[src/rtl/fmm_pkg.sv]
package fmm_pkg;
  localparam int FLAG_W  = 6;
  localparam int FLG_INV = 1;
  localparam int FLG_DBZ = 2;
  localparam int FLG_OVF = 3;
  localparam int FLG_UNF = 4;
  localparam int FLG_INX = 5;

  typedef struct packed {
    logic nan;
    logic snan;
  } nan_class_t;

  typedef enum logic [1:0] {
    SEL_A    = 2'd0,
    SEL_B    = 2'd1,
    SEL_ONES = 2'd2
  } pick_t;
endpackage

[src/rtl/fmm_classify.sv]
module fmm_classify #(
  parameter int EXP_W = 8,
  parameter int MAN_W = 23
) (
  input  logic [EXP_W+MAN_W:0] op_i,
  output fmm_pkg::nan_class_t  cls_o
);
  localparam int W = EXP_W + MAN_W + 1;

  logic [EXP_W-1:0] expo;
  logic [MAN_W-1:0] man;
  logic             exp_full;
  logic             man_nz;

  assign expo     = op_i[W-2 -: EXP_W];
  assign man      = op_i[MAN_W-1:0];
  assign exp_full = &expo;
  assign man_nz   = |man;

  always_comb begin
    cls_o.nan  = exp_full && man_nz;
    cls_o.snan = exp_full && !man[MAN_W-1] && |man[MAN_W-2:0];
  end
endmodule

[src/rtl/fmm_order.sv]
module fmm_order #(
  parameter int W = 32
) (
  input  logic [W-1:0] a_i,
  input  logic [W-1:0] b_i,
  input  logic         max_i,
  output logic         take_b_o
);
  logic         a_neg, b_neg;
  logic [W-2:0] a_mag, b_mag;
  logic         mag_lt, mag_gt;
  logic         a_lt_b, b_lt_a;

  assign a_neg  = a_i[W-1];
  assign b_neg  = b_i[W-1];
  assign a_mag  = a_i[W-2:0];
  assign b_mag  = b_i[W-2:0];
  assign mag_lt = a_mag < b_mag;
  assign mag_gt = a_mag > b_mag;

  always_comb begin
    if (a_neg != b_neg) begin
      a_lt_b = a_neg;
      b_lt_a = b_neg;
    end else if (!a_neg) begin
      a_lt_b = mag_lt;
      b_lt_a = mag_gt;
    end else begin
      a_lt_b = mag_gt;
      b_lt_a = mag_lt;
    end
    take_b_o = max_i ? a_lt_b : b_lt_a;
  end
endmodule

[src/rtl/fmm_flags.sv]
module fmm_flags #(
  parameter int FW = fmm_pkg::FLAG_W
) (
  input  logic          clk,
  input  logic          rst,
  input  logic          clr_i,
  input  logic          upd_i,
  input  logic [FW-1:0] set_i,
  output logic [FW-1:0] flags_o
);
  logic [FW-1:0] sticky_q;

  always_ff @(posedge clk) begin
    if (rst) begin
      sticky_q <= '0;
    end else begin
      sticky_q <= (clr_i ? '0 : sticky_q) | (upd_i ? set_i : '0);
    end
  end

  assign flags_o = sticky_q;

  assert_sticky_hold_R7: assert property (@(posedge clk) disable iff (rst)
    (!clr_i && sticky_q[fmm_pkg::FLG_INV]) |=> sticky_q[fmm_pkg::FLG_INV]);
  assert_clear_empty_R7: assert property (@(posedge clk) disable iff (rst)
    (clr_i && !(upd_i && |set_i)) |=> (sticky_q == '0));
endmodule

[src/rtl/fp_minmax_unit.sv]
module fp_minmax_unit #(
  parameter int SP_EXP = 8,
  parameter int SP_MAN = 23,
  parameter int DP_EXP = 11,
  parameter int DP_MAN = 52
) (
  input  logic                               clk,
  input  logic                               rst,
  input  logic                               valid_i,
  input  logic                               dbl_i,
  input  logic                               max_i,
  input  logic                               clr_i,
  input  logic [DP_EXP+DP_MAN:0]             a_i,
  input  logic [DP_EXP+DP_MAN:0]             b_i,
  output logic [DP_EXP+DP_MAN:0]             res_o,
  output logic                               res_vld_o,
  output logic [fmm_pkg::FLAG_W-1:0]         flags_o
);
  import fmm_pkg::*;

  localparam int SP_W = SP_EXP + SP_MAN + 1;
  localparam int DP_W = DP_EXP + DP_MAN + 1;
  localparam int PAD_W = DP_W - SP_W;

  logic [DP_W-1:0] ops [2];
  nan_class_t sp_cls [2];
  nan_class_t dp_cls [2];
  nan_class_t act_cls [2];

  assign ops[0] = a_i;
  assign ops[1] = b_i;

  for (genvar g = 0; g < 2; g++) begin : g_cls
    fmm_classify #(.EXP_W(SP_EXP), .MAN_W(SP_MAN)) u_sp (
      .op_i (ops[g][SP_W-1:0]),
      .cls_o(sp_cls[g])
    );
    fmm_classify #(.EXP_W(DP_EXP), .MAN_W(DP_MAN)) u_dp (
      .op_i (ops[g]),
      .cls_o(dp_cls[g])
    );
    assign act_cls[g] = dbl_i ? dp_cls[g] : sp_cls[g];
  end

  logic sp_take_b, dp_take_b, take_b;

  fmm_order #(.W(SP_W)) u_ord_sp (
    .a_i     (a_i[SP_W-1:0]),
    .b_i     (b_i[SP_W-1:0]),
    .max_i   (max_i),
    .take_b_o(sp_take_b)
  );
  fmm_order #(.W(DP_W)) u_ord_dp (
    .a_i     (a_i),
    .b_i     (b_i),
    .max_i   (max_i),
    .take_b_o(dp_take_b)
  );
  assign take_b = dbl_i ? dp_take_b : sp_take_b;

  pick_t pick;
  always_comb begin
    if (act_cls[0].nan && act_cls[1].nan) pick = SEL_ONES;
    else if (act_cls[0].nan)              pick = SEL_B;
    else if (act_cls[1].nan)              pick = SEL_A;
    else if (take_b)                      pick = SEL_B;
    else                                  pick = SEL_A;
  end

  logic [DP_W-1:0] a_eff, b_eff, ones_eff, res_d;
  assign a_eff    = dbl_i ? a_i : {{PAD_W{1'b0}}, a_i[SP_W-1:0]};
  assign b_eff    = dbl_i ? b_i : {{PAD_W{1'b0}}, b_i[SP_W-1:0]};
  assign ones_eff = dbl_i ? {DP_W{1'b1}} : {{PAD_W{1'b0}}, {SP_W{1'b1}}};

  always_comb begin
    unique case (pick)
      SEL_B:    res_d = b_eff;
      SEL_ONES: res_d = ones_eff;
      default:  res_d = a_eff;
    endcase
  end

  logic [FLAG_W-1:0] new_flags;
  always_comb begin
    new_flags = '0;
    new_flags[FLG_INV] = act_cls[0].snan || act_cls[1].snan;
  end

  always_ff @(posedge clk) begin
    if (rst) begin
      res_o     <= '0;
      res_vld_o <= 1'b0;
    end else begin
      res_vld_o <= valid_i;
      if (valid_i) res_o <= res_d;
    end
  end

  fmm_flags #(.FW(FLAG_W)) u_flags (
    .clk    (clk),
    .rst    (rst),
    .clr_i  (clr_i),
    .upd_i  (valid_i),
    .set_i  (new_flags),
    .flags_o(flags_o)
  );

  assert_nan_a_gives_b_R3: assert property (@(posedge clk) disable iff (rst)
    (valid_i && act_cls[0].nan && !act_cls[1].nan) |=> (res_o == $past(b_eff)));
  assert_nan_b_gives_a_R3: assert property (@(posedge clk) disable iff (rst)
    (valid_i && act_cls[1].nan && !act_cls[0].nan) |=> (res_o == $past(a_eff)));
  assert_both_nan_ones_R4: assert property (@(posedge clk) disable iff (rst)
    (valid_i && act_cls[0].nan && act_cls[1].nan) |=> (res_o == $past(ones_eff)));
  assert_snan_invalid_R5: assert property (@(posedge clk) disable iff (rst)
    (valid_i && (act_cls[0].snan || act_cls[1].snan)) |=> flags_o[FLG_INV]);
  assert_other_flags_zero_R6: assert property (@(posedge clk) disable iff (rst)
    valid_i |=> (flags_o[FLG_DBZ] == 1'b0 && flags_o[FLG_INX] == 1'b0 && flags_o[0] == 1'b0));
  assert_strobe_latency_R8: assert property (@(posedge clk) disable iff (rst)
    valid_i |=> res_vld_o);
  assert_result_hold_R8: assert property (@(posedge clk) disable iff (rst)
    !valid_i |=> $stable(res_o));
endmodule

[config.mk]
export PLATFORM = sky130hd
export DESIGN_NAME = fp_minmax_unit
export DESIGN_NICKNAME = d
export VERILOG_FILES = /design/src/rtl/fmm_pkg.sv /design/src/rtl/fmm_classify.sv /design/src/rtl/fmm_order.sv /design/src/rtl/fmm_flags.sv /design/src/rtl/fp_minmax_unit.sv
export SDC_FILE = /design/constraint.sdc
export NUM_CORES = 1
export LEC_CHECK = 0
export ABC_CLOCK_PERIOD_IN_PS = 10420
export BUFFER_PORTS_ARGS = -buffer_cell sky130_fd_sc_hd__buf_2
export CORE_MARGIN = 2
export CORE_UTILIZATION = 54
export CTS_BUF_LIST = sky130_fd_sc_hd__clkbuf_2 sky130_fd_sc_hd__clkbuf_4 sky130_fd_sc_hd__clkbuf_8
export DETAILED_ROUTE_END_ITERATION = 6
export PLACE_DENSITY = 0.88
export SLEW_MARGIN = 20
export SYNTH_ARGS = -nofsm -noshare
export SYNTH_HDL_FRONTEND = slang
export SYNTH_SLANG_ARGS = --single-unit
[constraint.sdc]
create_clock -name clk -period 10.42 [get_ports clk]
set_clock_uncertainty 0.2 [all_clocks]
set_input_delay 2.605 -clock clk [delete_from_list [all_inputs] [get_ports clk]]
set_output_delay 2.605 -clock clk [all_outputs]
set_load 0.01 [all_outputs]
==> results of run 1 <==
## worst register-to-register path, delay by kind of cell, from the launching register on
family          cells  cell delay (ps)
simple gates        1               50
compound gates      1              240
flops               1              360
## layout by cell type (no fill, tap or decap), drive strengths merged, types with 2 or more instances in the layout
cell type	instances
a2111oi	2
a211oi	11
a21o	5
a21oi	32
a221oi	4
a31oi	2
and2	2
and4	4
buf	202
clkbuf	10
clkinv	2
clkinvlp	2
conb	5
dfxtp	66
ha	63
inv	69
mux2i	10
nand2	135
nand2b	2
nand3	16
nand4	22
nor2	25
nor2b	3
nor3	9
nor3b	2
nor4	28
o211ai	2
o21a	2
o21ai	14
o221ai	56
o31ai	3
xnor2	2
## power by group through the flow
stage	logic, mW	clock network, mW	registers [mW]
after floorplan	0.121	0	0.297
after global placement	0.208	0	0.287
after detailed placement	0.217	0	0.287
after CTS	0.218	0.221	0.282
after global routing	0.244	0.235	0.284
final	0.221	0.220	0.282
## synthesized netlist by cell type (3+ instances only)
library cell  number
o31ai_1            3
o221ai_2           9
nor2b_1            3
ha_1              63
and4_1             4
buf_6              3
nor4_1            27
nor2_1            25
a211oi_1          11
a21oi_1           31
nand3_1           16
a221oi_1           4
clkbuf_1          21
mux2i_1           10
nor3_1             9
o221ai_1          47
nand2_1          135
inv_1             69
o21ai_0           13
buf_4              5
nand4_1           22
dfxtp_1           66
a21o_1             5
## cells by family after synthesis
family          count (synthesis)
compound gates                137
xor+xnor                        2
simple gates                  255
fa+ha+maj                      63
buf+inv                       102
mux                            10
other cells                     1
flops                          66
## cell type report
type	count	share of cell area, %
multi-input cells	472	52.52
flip-flops and latches	66	21.29
repair buffers	202	16.73
inverters	69	4.173
clock buffers	10	2.218
well taps	108	2.177
clock inverters	5	0.8871
## state kept, by name, summed over array words and instances, names as in the netlist
name,count
res_o,64
u_flags.flags_o,1
res_vld_o,1
## through the flow
stage	worst slack, ps	utilization (%)	hold WS [ps]	power, mW
after detailed placement	3927	67.92	226.5	0.5044
after floorplan	4646	-	262.5	0.4180
after global routing	3931	70.47	248.2	0.7625
after CTS	4273	70.11	237.7	0.7204
after global placement	3987	67.77	218.2	0.4944
final	4300	70.47	237.4	0.7231
## how the worst max path moves through the flow
| stage | to | slack, ps | cells past startpoint |
|---|---|---|---|
| 6_report | res_o[1] | 4300 | 13 |
| 2_1_floorplan | res_o[0] | 4650 | 13 |
| 3_3_place_gp | res_o[41] | 3990 | 12 |
| 4_1_cts | res_o[23] | 4270 | 13 |
| 3_5_place_dp | res_o[1] | 3930 | 13 |
| 5_1_grt | res_o[21] | 3930 | 13 |
## layer usage
metal	vias to the layer above	global-route usage, %	wire (µm)
li1	2703	-	-
met1	2673	36.00	6144
met2	285	54.78	7825
met3	42	7.730	1216
met4	0	12.75	434
met5	-	0	0
==> metrics.txt, run 1 <==
critical path type=input pin to flop; CP startpoint kind=input pin; register area=1321 µm²; most used cell, CP=nand4_1; clock sink count=66; maximum root-to-sink buffer count=2; Critical Path, Cell by Cell=buf_2, inv_1, ha_1, nand4_1, nor4_1, nand4_1, a21oi_2, a2111oi_4, nor4b_1, or4b_1, buf_4, mux2i_1, a211oi_1; Final setup viols=0; switching pwr=0.2499 mW; PortBufs=199; slowest stage cell on the critical path=nor4_1; total gr overflow=0; Post-Layout Cell Count=932; Fin. Hold Viols=0; Worst setup EP type=flop; Overall Global Routing Usage=31.08%; Synth Area in Adders=15.87%; Placed Cells=916; reg2reg path depth=2; Yosys top cell area share=26.60%; Rows=34; leading area contributor after synthesis=dfxtp_1; Hold Path Origin=res_o[61]; Yosys Warn Count=0; Synth Cell Area=4967 µm²; Worst slew margin=26.09%; r2r endpoint=res_o[23]; P&R area growth vs syn=24.94%; Comb pwr share=30.5%; crit path from=b_i[57]; peak supply drop=0.00007000 V; first-pass GRT wire length=25.50 mm; P per Cell Area=116.5 nW/µm²; Final Max Slew Viols=0; Placed Area=5981 µm²; Netlist cell types=49; postcts setup bufs=0; Simple-Gate Fraction of Synth Area=24.16%; largest net degree at the start of global routing=55; post-route cell area=6206 µm²; area of the multi-input gates=3259 µm²; drt first pass iters=6; mux contribution to synthesized area=2.015%; Synth area leaders=dfxtp_1 (27%), ha_1 (16%), nand2_1 (10%); Worst Path Arrival=6140 ps; Hold Buf Count CTS=0; EDFF count, synth=0; DIE AREA=9982 µm²; Final Net Count=1017; vias in the first global route=5567; Worst-path clk slew=80 ps; RR Startpoint=res_o[23]; xor/xnor cell area share of the yosys netlist=0.3526%; H-tree Lvls=3; RSZ-0062 raised after global routing=false; die height=99.91 µm; Hold/Removal Path Class=flop to flop; Vias per Instance=6.119; Post-Route WL=15.62 mm; vias=5703; worst-path fanout max=32; flop2flop setup slack=9490 ps; Critical Path RT=10440 ps; IO Pins=205; Hold Path Sink=res_o[61]; clock buffer count from CTS=9; hold depth=2; clock share of power=30.5%; n_diodes=0; largest delay contributor family on the critical path=simple AND/OR/NAND/NOR gates; sequential fraction of the synthesis area=26.60%; Period minus WS final=6120 ps; Main synth FF type=dfxtp_1; Worst Tran Pin Value=1109 ps; Gates resized, CTS repair=0; ys async rst share=0%; Wirelength per Cell=16.76 µm; 1st-iter DRT viols=329; CP max stage delay=610 ps; CP bufs+invs=3; fin crit share=58.74%; routability congestion estimate=0.9185; Worst-Skew Late Latency=350 ps; status=finished clean; Flop pwr share=39.0%; Peak Freq=163.4 MHz; Die X=99.91 µm; root buffer cell=clkbuf_8; MaxCap Viol Count=0; main combinational cell family by area after synthesis=simple AND/OR/NAND/NOR gates; antenna violations before repair=0; Filler cells=730; # DRC=0; Final TNS setup=0 ps; FF+latch count, synth=66; DRT antenna net count=0; Internal Power=0.4732 mW; CTS tree=done; cell count after synthesis=636; DP HPWL=12.33 mm; layout cells sized above 1=28.52%; initial core utilization=56.41%; Synth Area in Compound Gates=22.04%; average cell area after synthesis=7.810 µm²; total core area=8806 µm²; LEAKAGE=3.236 nW; net switching fraction of the power=34.56%
Power figures use the tool's default switching activity.
==> inputs of run 2 (changes only) <==
--- a/config.mk
+++ b/config.mk
@@ -5,13 +5,13 @@
 export SDC_FILE = /design/constraint.sdc
 export NUM_CORES = 1
 export LEC_CHECK = 0
-export ABC_CLOCK_PERIOD_IN_PS = 10420
+export ABC_CLOCK_PERIOD_IN_PS = 5400
 export BUFFER_PORTS_ARGS = -buffer_cell sky130_fd_sc_hd__buf_2
 export CORE_MARGIN = 2
-export CORE_UTILIZATION = 54
+export CORE_UTILIZATION = 46
 export CTS_BUF_LIST = sky130_fd_sc_hd__clkbuf_2 sky130_fd_sc_hd__clkbuf_4 sky130_fd_sc_hd__clkbuf_8
 export DETAILED_ROUTE_END_ITERATION = 6
-export PLACE_DENSITY = 0.88
+export PLACE_DENSITY = 0.8
 export SLEW_MARGIN = 20
 export SYNTH_ARGS = -nofsm -noshare
 export SYNTH_HDL_FRONTEND = slang
==> constraint.sdc (replaced) <==
create_clock -name clk -period 5.4 [get_ports clk]
set_clock_uncertainty 0.2 [all_clocks]
set_input_delay 1.35 -clock clk [delete_from_list [all_inputs] [get_ports clk]]
set_output_delay 1.35 -clock clk [all_outputs]
set_load 0.01 [all_outputs]
==> run 2 against run 1 <==
  * First-iteration DRC count is 20% lower
  * Power is 96% higher
  * Non-clock buffer count is 6 higher
  * Worst setup slack worse by 3600 ps
  * Core utilization is 10 points lower
  * Final area is 0.95% higher
  * Combinational power is 91% higher
  * Critical endpoint is now res_o[26]
  * Largest cell class unchanged
==> metrics.txt, run 2 (synthesized netlist as in run 1, its figures left out) <==
initial core utilization=47.69%; post-route cell area=6265 µm²; P&R area growth vs syn=26.12%; Worst-path clk slew=70 ps; status=finished clean; Placed Area=6056 µm²; drt first pass iters=5; Final Power=1.417 mW; reg2reg path depth=2; 1st-iter DRT viols=262; Hold/Removal Path Class=flop to flop; Fin. Hold Viols=0; Hold Buf Count CTS=0; Vias per Instance=5.640; DIE AREA=11650 µm²; CP max stage delay=520 ps; n_diodes=0; # DRC=0; Hold Path Sink=res_o[40]; RSZ-0062 raised after global routing=false; antenna violations before repair=0; most frequent cells in the layout=buf_2 (199), nand2_1 (135), inv_1 (69), dfxtp_1 (66), ha_1 (63); IO Pins=205; Period minus WS final=4693 ps; DP HPWL=12.44 mm; first-pass GRT wire length=24.74 mm; Critical Path RT=5460 ps; Overall Global Routing Usage=26.80%; slowest stage cell on the critical path=or4b_1; max reg flops=64; worst-path fanout max=32; commonest non-fill, non-tap cell in the layout=buf_2; worst setup margin=706.9 ps; total gr overflow=0; H-tree Lvls=3; Critical Path, Cell by Cell=buf_2, inv_1, ha_1, a21o_1, a21o_1, a2111oi_4, a21oi_2, a2111oi_4, nor4b_1, buf_4, or4b_1, buf_4, mux2i_1, a211oi_1; r2r endpoint=res_o[3]; Worst setup EP type=flop; layout cells sized above 1=29.04%; largest net degree at the start of global routing=33; maximum root-to-sink buffer count=2; RR Startpoint=res_o[3]; Worst-Skew Late Latency=350 ps; Gates resized, CTS repair=0; Worst slew margin=58.94%; Rows=37; root buffer cell=clkbuf_8; Peak Freq=213.1 MHz; flop2flop setup slack=4520 ps; die height=107.9 µm; Worst Tran Pin Value=607.6 ps; Worst Path Arrival=4760 ps; routability congestion estimate=0.8846; vias=5448; clock buffer count from CTS=9; CTS tree=done; LEAKAGE=3.266 nW; Top reg by flops=res_o; Post-Route WL=15.60 mm; postcts setup bufs=0; fin crit share=86.91%; MaxCap Viol Count=0; clock sink count=66; Die X=107.9 µm; CP startpoint kind=input pin; Final Net Count=1023; Wirelength per Cell=16.15 µm; DRT antenna net count=0; hold depth=2; critical path type=input pin to flop; vias in the first global route=5108; PortBufs=199; Hold Path Origin=res_o[40]; WHS=232.5 ps; Final TNS setup=0 ps; peak supply drop=0.0001217 V; Final setup viols=0; total core area=10420 µm²; P per Cell Area=226.2 nW/µm²; Final Max Slew Viols=0; worst slack, placed=352.3 ps
-- run 2: cell types whose count changed in the layout (fill, tap and decap cells not counted), sizes merged --
cell | previous run | this run
buf | 202 | 208
clkbuf | 10 | 13
clkinv | 2 | 1
clkinvlp | 2 | 0
-- run 2: critical path, delay by kind of cell --
family	cells	cell delay, ps
fa+ha+maj	1	280
compound gates	6	1690
buf+inv	4	590
mux	1	180
simple gates	2	630
-- run 2: stage by stage --
| stage | util, % | cells |
|---|---|---|
| after global placement | 58.14 | 951 |
| after global routing | 60.14 | 966 |
| after CTS | 60.13 | 966 |
| final | 60.14 | 966 |
| after detailed placement | 58.14 | 951 |
| after floorplan | - | 640 |
-- run 2: per-layer routing --
metal  GRT usage, %  vias to the layer above  share of wire [%]
li1               -                     2706                  -
met1          33.00                     2490                 42
met2          46.09                      228                 48
met3          5.206                       24                7.3
met4          10.26                        0                2.3
met5              0                        -                  0
-- run 2: report_power, final --
part | leakage, nW | switching, mW | internal [mW] | total (mW)
registers | 0.543 | 0.0186 | 0.526 | 0.544
clock network | 0.109 | 0.197 | 0.253 | 0.451
logic | 2.61 | 0.256 | 0.166 | 0.422
total | 3.27 | 0.472 | 0.945 | 1.42
-- run 2: worst max-delay path by stage --
stage	from	to	slack (ps)	depth (start not counted)
global route	b_i[4]	res_o[26]	460	14
finish	b_i[28]	res_o[26]	710	14
CTS	b_i[28]	res_o[3]	720	14
global placement	b_i[28]	res_o[23]	450	14
floorplan	b_i[28]	res_o[0]	880	13
detailed placement	b_i[28]	res_o[3]	350	14
-- run 2: final cells by class --
| type | count | area, µm² |
|---|---|---|
| Clock buffer | 13 | 172.7 |
| Fill cell | 989 | 4151 |
| Tap cell | 136 | 170.2 |
| Sequential cell | 66 | 1321 |
| Multi-Input combinational cell | 472 | 3243 |
| Clock inverter | 2 | 35.03 |
| Inverter | 69 | 259.0 |
| Timing Repair Buffer | 208 | 1064 |
==> inputs of run 3 (changes only) <==
--- a/config.mk
+++ b/config.mk
@@ -6,12 +6,13 @@
 export NUM_CORES = 1
 export LEC_CHECK = 0
 export ABC_CLOCK_PERIOD_IN_PS = 5400
-export BUFFER_PORTS_ARGS = -buffer_cell sky130_fd_sc_hd__buf_2
+export CAP_MARGIN = 20
 export CORE_MARGIN = 2
-export CORE_UTILIZATION = 46
+export CORE_UTILIZATION = 60
 export CTS_BUF_LIST = sky130_fd_sc_hd__clkbuf_2 sky130_fd_sc_hd__clkbuf_4 sky130_fd_sc_hd__clkbuf_8
 export DETAILED_ROUTE_END_ITERATION = 6
-export PLACE_DENSITY = 0.8
+export DONT_BUFFER_PORTS = 1
+export PLACE_DENSITY = 0.79
 export SLEW_MARGIN = 20
 export SYNTH_ARGS = -nofsm -noshare
 export SYNTH_HDL_FRONTEND = slang
==> run 3 against run 2 <==
  * Clock power down 17%
  * First-iteration DRC count down 19%
  * Wire length down 5.5%
  * Core utilization up 3.5 points
  * Sequential cell count unchanged
==> metrics.txt, run 3 (synthesized netlist as in run 1, its figures left out) <==
Final Net Count=821; # DRC=0; die height=94.99 µm; Worst Tran Pin Value=1147 ps; 1st-iter DRT viols=213; Critical Path RT=5450 ps; reg2reg path depth=2; Worst-Skew Late Latency=340 ps; slowest stage cell on the critical path=a2111oi_4; DRT antenna net count=0; H-tree Lvls=3; postcts setup bufs=0; Peak Freq=215.9 MHz; clock buffer count from CTS=9; most frequent cells in the layout=nand2_1 (135), inv_1 (69), dfxtp_1 (66), ha_1 (63), o221ai_1 (47); MaxCap Viol Count=0; Critical Path, Cell by Cell=inv_1, ha_1, a21o_1, a21o_1, a2111oi_4, a21oi_2, a2111oi_4, nor4b_1, or4b_1, buf_4, mux2i_1, a211oi_1; initial core utilization=61.07%; commonest non-fill, non-tap cell in the layout=nand2_1; status=finished clean; worst slack, placed=423.8 ps; Final TNS setup=0 ps; root buffer cell=clkbuf_8; Worst slew margin=23.50%; Overall Global Routing Usage=31.59%; total core area=8134 µm²; PortBufs=0; clock sink count=66; critical path type=input pin to flop; n_diodes=0; LEAKAGE=2.369 nW; P per Cell Area=236.8 nW/µm²; r2r endpoint=res_o[21]; Placed Area=4999 µm²; drt first pass iters=5; layout cells sized above 1=6.200%; Fin. Hold Viols=0; RSZ-0062 raised after global routing=false; peak supply drop=0.0001105 V; final core utilization=63.61%; CP Depth=12; max reg flops=64; crit path from=b_i[28]; Worst-path clk slew=80 ps; largest delay contributor family on the critical path=compound AO/OA/AOI/OAI gates; maximum root-to-sink buffer count=2; Vias per Instance=6.651; Final Power=1.225 mW; register area=1321 µm²; routability congestion estimate=0.9172; CTS tree=done; Gates resized, CTS repair=0; DP HPWL=11.58 mm; Die X=94.99 µm; Worst Path Arrival=4690 ps; post-route cell area=5174 µm²; Period minus WS final=4632 ps; first-pass GRT wire length=22.37 mm; RR Startpoint=res_o[21]; Final Max Slew Viols=0; fin crit share=85.78%; total gr overflow=0; Top reg by flops=res_o; Post-Route WL=14.75 mm; Worst setup EP type=flop; CP startpoint kind=input pin; Final setup viols=0; DIE AREA=9022 µm²; largest net degree at the start of global routing=43; Rows=33; vias in the first global route=4739; Hold Buf Count CTS=0; CP max stage delay=560 ps; worst setup margin=767.6 ps; IO Pins=205; Filler cells=737; P&R area growth vs syn=4.156%; CP bufs+invs=2; antenna violations before repair=0; Wirelength per Cell=20.09 µm; area of the multi-input gates=3242 µm²; Hold/Removal Path Class=flop to flop; vias=4882; end of the critical path=res_o[21]; flop2flop setup slack=4390 ps; worst-path fanout max=32
## run 3: cell types whose count changed in the layout (fill, tap and decap cells not counted), sizes merged
cell / delta
bufinv: -1
buf: -202
clkinv: +4
clkinvlp: +1
clkbuf: -3
## run 3: routing by layer
| layer | GRT usage [%] | wire [µm] |
|---|---|---|
| met1 | 34.94 | 5583 |
| met2 | 54.85 | 7111 |
| met3 | 11.73 | 1642 |
| met4 | 12.20 | 408 |
| met5 | 0 | 0 |
## run 3: cell type report
cell class,count,area share (%)
Clock buffer,10,2.539
Clock inverter,6,0.8464
Inverter,69,5.006
Multi-Input combinational cell,472,62.66
Sequential cell,66,25.54
Tap cell,105,2.539
Timing Repair Buffer,6,0.8706
## run 3: where the power goes
part           internal (mW)  total [mW]  switching, mW
clock network          0.172       0.376          0.204
logic                  0.108       0.278          0.170
registers              0.526       0.571         0.0450
total                  0.806        1.22          0.419
## run 3: worst min path at each step
| stage | from | to | cells past startpoint |
|---|---|---|---|
| finish | res_o[16] | res_o[16] | 2 |
| global route | res_o[17] | res_o[17] | 2 |
| CTS | res_o[16] | res_o[16] | 2 |
| detailed placement | res_o[16] | res_o[16] | 2 |
| global placement | res_o[16] | res_o[16] | 2 |
| floorplan | res_o[10] | res_o[10] | 2 |
## run 3: through the flow
| stage | instances | hold WS (ps) |
|---|---|---|
| final | 734 | 281.4 |
| after global routing | 734 | 301.1 |
| after CTS | 734 | 284.4 |
| after detailed placement | 718 | 274.8 |
| after global placement | 718 | 269.6 |
| after floorplan | 640 | 262.5 |
## run 3: worst register-to-register path: cells and delay by family, from the launching register on
family / cells / cell delay (ps)
AO/OA/AOI/OAI: 1 / 240
flip-flops: 1 / 410
AND/OR/NAND/NOR: 1 / 70
